`src/rtl/lac_pkg.sv`:
```
package lac_pkg;

  typedef enum logic [2:0] {
    ST_PDOWN = 3'd0,
    ST_RING  = 3'd1,
    ST_OHT   = 3'd2,
    ST_HZ    = 3'd3,
    ST_SBY   = 3'd4,
    ST_ACT   = 3'd5
  } lstate_t;

  localparam int WORD_W = 3;

  localparam logic [WORD_W-1:0] WORD_DEFAULT = 3'b100;
  localparam logic [WORD_W-1:0] WORD_ACT_REV = 3'b111;
  localparam logic [WORD_W-1:0] WORD_OHT_REV = 3'b010;

  // State entered when the host writes a new word.
  function automatic lstate_t word_entry(input logic [WORD_W-1:0] w);
    lstate_t s;
    if (w[2])           s = ST_HZ;
    else if (w[1])      s = ST_OHT;
    else if (w[0])      s = ST_RING;
    else                s = ST_PDOWN;
    return s;
  endfunction

endpackage

```
`src/rtl/ring_edge_sync.sv`:
```
module ring_edge_sync #(
  parameter int SYNC_STAGES = 2
) (
  input  logic clk,
  input  logic rst,
  input  logic ring_async,
  output logic ring_low,
  output logic ring_fall
);
  localparam int LAST = SYNC_STAGES - 1;

  logic [SYNC_STAGES-1:0] chain;
  logic                   prev;

  genvar g;
  generate
    for (g = 0; g < SYNC_STAGES; g++) begin : g_stage
      if (g == 0) begin : g_first
        always_ff @(posedge clk) begin
          if (rst) chain[g] <= 1'b1;
          else     chain[g] <= ring_async;
        end
      end else begin : g_next
        always_ff @(posedge clk) begin
          if (rst) chain[g] <= 1'b1;
          else     chain[g] <= chain[g-1];
        end
      end
    end
  endgenerate

  always_ff @(posedge clk) begin
    if (rst) prev <= 1'b1;
    else     prev <= chain[LAST];
  end

  assign ring_low  = ~chain[LAST];
  assign ring_fall = prev & ~chain[LAST];

endmodule

```
`src/rtl/period_timer.sv`:
```
module period_timer #(
  parameter int LIMIT = 128
) (
  input  logic clk,
  input  logic rst,
  input  logic clear,
  input  logic tick,
  output logic expired
);
  localparam int CW = $clog2(LIMIT + 1);
  localparam logic [CW-1:0] LIM = CW'(LIMIT);

  logic [CW-1:0] cnt;

  always_ff @(posedge clk) begin
    if (rst || clear)            cnt <= '0;
    else if (tick && cnt != LIM) cnt <= cnt + 1'b1;
  end

  assign expired = (cnt == LIM);

endmodule

```
`src/rtl/line_fsm.sv`:
```
module line_fsm
  import lac_pkg::*;
(
  input  lstate_t           state,
  input  logic [WORD_W-1:0] mode_word,
  input  logic              word_chg,
  input  logic              line_rst_n,
  input  logic              hz_offhook,
  input  logic              sb_offhook,
  input  logic              expired,
  output lstate_t           nxt,
  output logic              tmr_clear
);

  always_comb begin
    nxt = state;
    if (!line_rst_n) begin
      nxt = ST_PDOWN;
    end else if (word_chg) begin
      nxt = word_entry(mode_word);
    end else begin
      case (state)
        ST_HZ:   if (hz_offhook) nxt = ST_SBY;
        ST_SBY:  begin
          if (sb_offhook)   nxt = ST_ACT;
          else if (expired) nxt = ST_HZ;
        end
        ST_ACT:  if (!sb_offhook && expired && mode_word == WORD_DEFAULT)
                   nxt = ST_HZ;
        ST_OHT:  if (sb_offhook) nxt = ST_ACT;
        default: nxt = state;
      endcase
    end
  end

  // Timer runs only in stand-by and in active while on-hook.
  always_comb begin
    tmr_clear = (nxt != state)
             || !(state == ST_SBY || state == ST_ACT)
             || (state == ST_ACT && sb_offhook);
  end

endmodule

```
`src/rtl/line_autoact.sv`:
```
module line_autoact
  import lac_pkg::*;
#(
  parameter int RING_PERIODS = 128,
  parameter int SYNC_STAGES  = 2
) (
  input  logic       clk,
  input  logic       rst,
  input  logic       line_rst_n,
  input  logic [2:0] mode_word,
  input  logic       ring_clk,
  input  logic       hz_offhook,
  input  logic       sb_offhook,
  input  logic       ring_trip,
  input  logic       thermal_alarm,
  input  logic       gnd_key,
  output logic [2:0] line_state,
  output logic       rev_pol,
  output logic       det_n,
  output logic       alarm_n,
  output logic       ring_relay
);

  lstate_t           state, nxt;
  logic [WORD_W-1:0] word_q;
  logic              word_chg;
  logic              ring_low, ring_fall;
  logic              expired, tmr_clear;
  logic              trip_q, trip_nxt;
  logic              fault;

  ring_edge_sync #(.SYNC_STAGES(SYNC_STAGES)) u_sync (
    .clk        (clk),
    .rst        (rst),
    .ring_async (ring_clk),
    .ring_low   (ring_low),
    .ring_fall  (ring_fall)
  );

  period_timer #(.LIMIT(RING_PERIODS)) u_tmr (
    .clk     (clk),
    .rst     (rst),
    .clear   (tmr_clear),
    .tick    (ring_fall),
    .expired (expired)
  );

  line_fsm u_fsm (
    .state      (state),
    .mode_word  (mode_word),
    .word_chg   (word_chg),
    .line_rst_n (line_rst_n),
    .hz_offhook (hz_offhook),
    .sb_offhook (sb_offhook),
    .expired    (expired),
    .nxt        (nxt),
    .tmr_clear  (tmr_clear)
  );

  assign word_chg = (mode_word != word_q);
  assign fault    = thermal_alarm | gnd_key;
  assign trip_nxt = (nxt == ST_RING) & (trip_q | (state == ST_RING & ring_trip));

  always_ff @(posedge clk) begin
    if (rst) begin
      state      <= ST_PDOWN;
      word_q     <= '0;
      trip_q     <= 1'b0;
      ring_relay <= 1'b0;
      det_n      <= 1'b1;
      alarm_n    <= 1'b1;
      rev_pol    <= 1'b0;
    end else begin
      state      <= nxt;
      word_q     <= line_rst_n ? mode_word : '0;
      trip_q     <= trip_nxt;
      ring_relay <= (nxt == ST_RING) & ~thermal_alarm & ~trip_nxt
                    & (ring_relay | ring_low);
      det_n      <= ~(fault | (state == ST_ACT & sb_offhook) | trip_nxt);
      alarm_n    <= ~fault;
      rev_pol    <= (nxt == ST_ACT & mode_word == WORD_ACT_REV)
                  | (nxt == ST_OHT & mode_word == WORD_OHT_REV);
    end
  end

  assign line_state = state;

endmodule

```
`config.mk`:
```
export PLATFORM = sky130hd
export DESIGN_NAME = line_autoact
export DESIGN_NICKNAME = d
export VERILOG_FILES = /design/src/rtl/lac_pkg.sv /design/src/rtl/ring_edge_sync.sv /design/src/rtl/period_timer.sv /design/src/rtl/line_fsm.sv /design/src/rtl/line_autoact.sv
export SDC_FILE = /design/constraint.sdc
export NUM_CORES = 1
export LEC_CHECK = 0
export BUFFER_PORTS_ARGS = -buffer_cell sky130_fd_sc_hd__buf_2
export CORE_MARGIN = 4
export CORE_UTILIZATION = 40
export CTS_CLUSTER_SIZE = 40
export DETAILED_ROUTE_END_ITERATION = 16
export PLACE_DENSITY = 0.58
export SYNTH_ARGS = -nofsm -noshare
export SYNTH_HDL_FRONTEND = slang
export SYNTH_HIERARCHICAL = 1
export SYNTH_SLANG_ARGS = --single-unit
```
`constraint.sdc`:
```
create_clock -name clk -period 6.9 [get_ports clk]
set_input_delay 1.38 -clock clk [delete_from_list [all_inputs] [get_ports clk]]
set_output_delay 1.38 -clock clk [all_outputs]
set_load 0.005 [all_outputs]
```
After elaboration in Yosys (flattened, before gate mapping)

Index checks and enable logic that the tools add are counted.
W data, S select, Z words.

Bits in registers: 22
Bits of input ports: 12
Output and inout port bits: 7
Word-level logic and storage cells: 70

Add/subtract/negate cells: 1
Equality and inequality tests: 15
Multiplexer cells: 11
Bitwise operators: 21
Reductions and logical operators: 11

Operators by type and width:

| cell                  | number |
|---|---|
| $mux W3               | 9 |
| $eq A3 B3 Y1 const B  | 5 |
| $eq A3 B2 Y1 const B  | 4 |
| $pmux W3 S4           | 1 |
| $and A1 B1 Y1         | 9 |
| $add A8 B1 Y8 const B | 1 |
| $eq A8 B8 Y1 const B  | 1 |
| $ne A8 B8 Y1 const B  | 1 |
| $eq A3 B1 Y1 const B  | 2 |
| $ne A3 B3 Y1          | 2 |
| $not A1 Y1            | 6 |
| $or A1 B1 Y1          | 6 |
| $logic_and A1 B1 Y1   | 4 |
| $logic_or A1 B1 Y1    | 4 |
| $logic_not A1 Y1      | 2 |
| $reduce_or A2 Y1      | 1 |
| $mux W1               | 1 |

Logic depth before layout (Yosys ltp)

Depth in word-level cells: 12
Mapped depth: 11

Modules after synthesis

Netlist, hierarchy kept.

Modules (own cells, without submodules):

| module         | instances | cells an instance | area each (sq um) | sequential area each (sq um) |
|---|---|---|---|---|
| period_timer   | 1         | 49                | 411.6             | 160.2 |
| line_autoact   | 1         | 38                | 406.6             | 220.2 |
| line_fsm       | 1         | 46                | 335.3             | 0.0 |
| ring_edge_sync | 1         | 8                 | 88.8              | 60.1 |

Worst setup path before layout

Ideal clock, no wire load.

Kind: input to register
Start: input mode_word[1]
End: register u_tmr.cnt[2]
Setup time: 0.070 ns
Arrival time: 3.116 ns
Data required time: 6.830 ns
Slack: 3.714 ns
Stages: 9
Path buffers: 1
Cell sequence: xnor2_1 -> nand3_1 -> nand2b_4 -> a2111o_1 -> nor4_1 -> mux2i_1 -> or2_2 -> clkbuf_1 -> a21oi_1

RTL lines:

| element                | RTL line           | RTL |
|---|---|---|
| start: declaration     | line_autoact.sv:10 | `input logic [2:0] mode_word,` |
| $ne A3 B3 Y1           | line_autoact.sv:60 | `assign word_chg = (mode_word != word_q);` |
| net word_chg           | line_autoact.sv:26 | `logic word_chg;` |
| $mux W3                | line_fsm.sv:19     | `end else if (word_chg) begin` |
| $mux W3                | line_fsm.sv:17     | `if (!line_rst_n) begin` |
| $ne A3 B3 Y1           | line_fsm.sv:38     | `tmr_clear = (nxt != state)` |
| $logic_or A1 B1 Y1     | line_fsm.sv:39     | `\|\| !(state == ST_SBY \|\| state == ST_ACT)` |
| $logic_or A1 B1 Y1     | line_fsm.sv:40     | `\|\| (state == ST_ACT && sb_offhook);` |
| net tmr_clear          | line_autoact.sv:28 | `logic expired, tmr_clear;` |
| $logic_or A1 B1 Y1     | period_timer.sv:16 | `if (rst \|\| clear) cnt <= '0;` |
| end signal: assignment | period_timer.sv:17 | `else if (tick && cnt != LIM) cnt <= cnt + 1'b1;` |
| end: declaration       | period_timer.sv:13 | `logic [CW-1:0] cnt;` |

The timed path passes the listed nets, and every way through them passes these cells.
A chain may end at the register's enable or synchronous reset.

Final worst setup path

Start: input mode_word[1]
End: register u_tmr.cnt[5]

The elaborated chain is that of the path after synthesis.

==> out/results.tsv <==
stage	metric	value	unit
clock_tree	cts.path.max_buffers	2	
floorplanning	die_area	0.00406	mm2
clock_tree	cts.clk_slew.worst_paths	120	ps
worst_setup_path	path_buf_inv	1	
pwr	p_total	0.257	mW
floorplanning	ios	19	
global_route	grt_pass1_vias	1012	
route	postRouteAntennaNets	0	
global_route	grt_pass1_wl	4460	um
synth	async_reset_ff_share	0	%
clock_tree	cts-resized-gates	0	
route	via_per_inst	5.67	
route	routed_wl	2570	um
floorplanning	start_util	43.6	%
timing	relSlewSlack	69.6	%
clock_tree	cts_setup_buffers	0	
global_route	grt_max_degree	16	
clock_tree	numCtsBuffers	3	
synth	ys.flop_type	dfxtp_1	
worst_setup_path	worstPathMaxFanout	7	
global_route	grt_remaining_overflow	0	
run_status	outcome	completed	
cells_and_area	nNetsFinal	176	
timing	hold_slack	428	ps
synth	synth_edf_count	0	
pwr	p_leak	0.541	nW
synth	synthCells	141	
clock_tree	clkSinkCount	22	
synth	yosys-top-cells-count	dfxtp_1, nand2_1, nor2_1, inv_1, nor2b_1	
timing	fin_setup_tns	0	ps
synth	ys_warn_count	6	
synth	synth_top_area_share	35.4	%
synth	yosysMostFrequentCell	dfxtp_1	
worst_setup_path	ff2ff_setup_slack	3910	ps
floorplanning	fp.dieW	63.7	um
clock_tree	ctsHoldBuffers	0	
floorplanning	rows	19	
pwr	power_density	183	mW/mm2
worst_setup_path	critical_path.cell_chain	buf_2 > xnor2_1 > nand3_1 > nand2b_4 > a2111o_1 > nor4_1 > mux2i_1 > or2_2 > a21oi_1	
timing	finalCritPeriodShare	45.5	%
placed_design	place_hpwl	1970	um
timing	worst_pin_slew	449	ps
clock_tree	cts_tree	built	
timing	finalHoldViolCount	0	
job	drv_cap	0	
placed_design	io_buffers	18	
route	first_iter_violations	91	
clock_tree	clk-insertion-delay-late	300	ps
timing	setup_viol	0	
synth	synth-seq-area-share	35.4	%
clock_tree	root_buffer	clkbuf_4	
worst_setup_path	max_stage_delay	430	ps
synth	syn_area	0.00124	mm2
timing	fin_worst_skew	6.52	ps
global_route	track_usage	13.4	%
cells_and_area	n_antenna_cell	0	
global_route	antenna_found_initial	0	
route	drc	0	
floorplanning	die_height	63.7	um
cells_and_area	area_delta_synth_final	13.0	%
timing	fin_crit	3140	ps
cells_and_area	n_fill_cell	283	
worst_setup_path	cp-start-kind	input port	
worst_setup_path	cp-end-kind	flop	
synth	synth_cell_type_count	53	
floorplanning	core	0.00285	mm2
worst_setup_path	slowest_stage	a2111o_1	
worst_setup_path	cp_top_family	simple AND/OR/NAND/NOR gates	
synth	ys_ff_latch	22	
synth	synth_area_leaders	dfxtp_1, nor2b_1, mux2i_1	
synth	synthesis.nets	156	
route	vias	1083	
clock_tree	cts.htree.levels	1	
timing	fmax	0.318	GHz
route	wire_per_inst	13.4	um
pwr	ir_worst_vdd	0.0751	mV
route	drt-pass1-iter-count	4	
min_path	hold_path_class	flop to flop	
worst_setup_path	required	7140	ps
timing	rsz0062_at_grt	no	
worst_setup_path	crit_arrival	3380	ps
synth	synth_top_area_cell	dfxtp_1	
cells_and_area	drive_gt1_share	19.4	%
placed_design	gp_congestion	0.862	
worst_setup_path	crit_type	input port to flop	
timing	final-max-slew-violation-count	0	
synth	synth.avg_cell_area	8.81	um2
[per-stage QoR]
stage                     instance area, um2  instances  setup slack (ps)  utilization (%)
final                                   1400        191              3760             49.2
after CTS                               1400        191              3760             49.2
after detailed placement                1350        187              3430             47.4
after global placement                  1350        187              3470             47.4
after floorplan                         1240        141              3710                -
after global routing                    1400        191              3500             49.2
[final timing paths]
path / cells after the start / to / from
max: 9 / u_tmr/cnt[5] / mode_word[1]
min: 1 / u_sync/chain[1] / u_sync/chain[0]
max reg2reg: 11 / det_n / u_tmr/cnt[0]
min reg2reg: 1 / u_sync/chain[1] / u_sync/chain[0]
[layout by cell type, fill, tap and decap left out, types with 4 or more instances in the layout]
cell     netlist  layout
dfxtp_1       22      22
inv_1          8       8
nor2_1        10      10
o21ai_0        4       4
nand2_1       10      10
a21oi_1        7       7
mux2i_1        4       4
nor2b_1        8       8
buf_2          1      18
[cell families (layout without fill, tap and decap cells)]
| group | after synthesis | in the layout | synth area share, % |
|---|---|---|---|
| flip-flops | 22 | 22 | 35.4 |
| AND/OR/NAND/NOR | 68 | 68 | 34.0 |
| AO/OA/AOI/OAI | 28 | 28 | 16.7 |
| multiplexers | 4 | 4 | 3.22 |
| adder cells (fa/ha/maj) | 3 | 3 | 3.02 |
| buffers and inverters | 11 | 30 | 4.03 |
| XOR/XNOR | 5 | 5 | 3.53 |
[layout make-up]
class,count,area [um2],area share [%]
Multi-Input combinational cell,108,752,53.6
Sequential cell,22,440,31.4
Timing Repair Buffer,18,90.1,6.42
Tap cell,31,38.8,2.76
Clock inverter,1,30.0,2.14
Inverter,8,30.0,2.14
Clock buffer,3,22.5,1.60
[sequential cells by signal, summed over array words and instances (netlist names)]
signal        cells
u_sync/prev       1
u_sync/chain      2
det_n             1
ring_relay        1
rev_pol           1
u_tmr/cnt         8
trip_q            1
line_state        3
word_q            3
alarm_n           1
[report_power, final]
group	leakage (nW)	switching, mW	internal [mW]	total, mW
Clock	0.0279	0.0380	0.0587	0.0967
Sequential	0.179	0.00328	0.130	0.133
Combinational	0.333	0.0141	0.0130	0.0271
Total	0.541	0.0554	0.202	0.257
[routing by layer]
metal | up-vias | routed length [um] | GRT usage, %
met5 | - | 0 | 0
met4 | 0 | 30 | 6.47
met3 | 2 | 64 | 1.05
met2 | 23 | 1230 | 21.9
met1 | 501 | 1250 | 18.0
li1 | 557 | - | -
No activity file was read; power rests on OpenSTA's default activity.
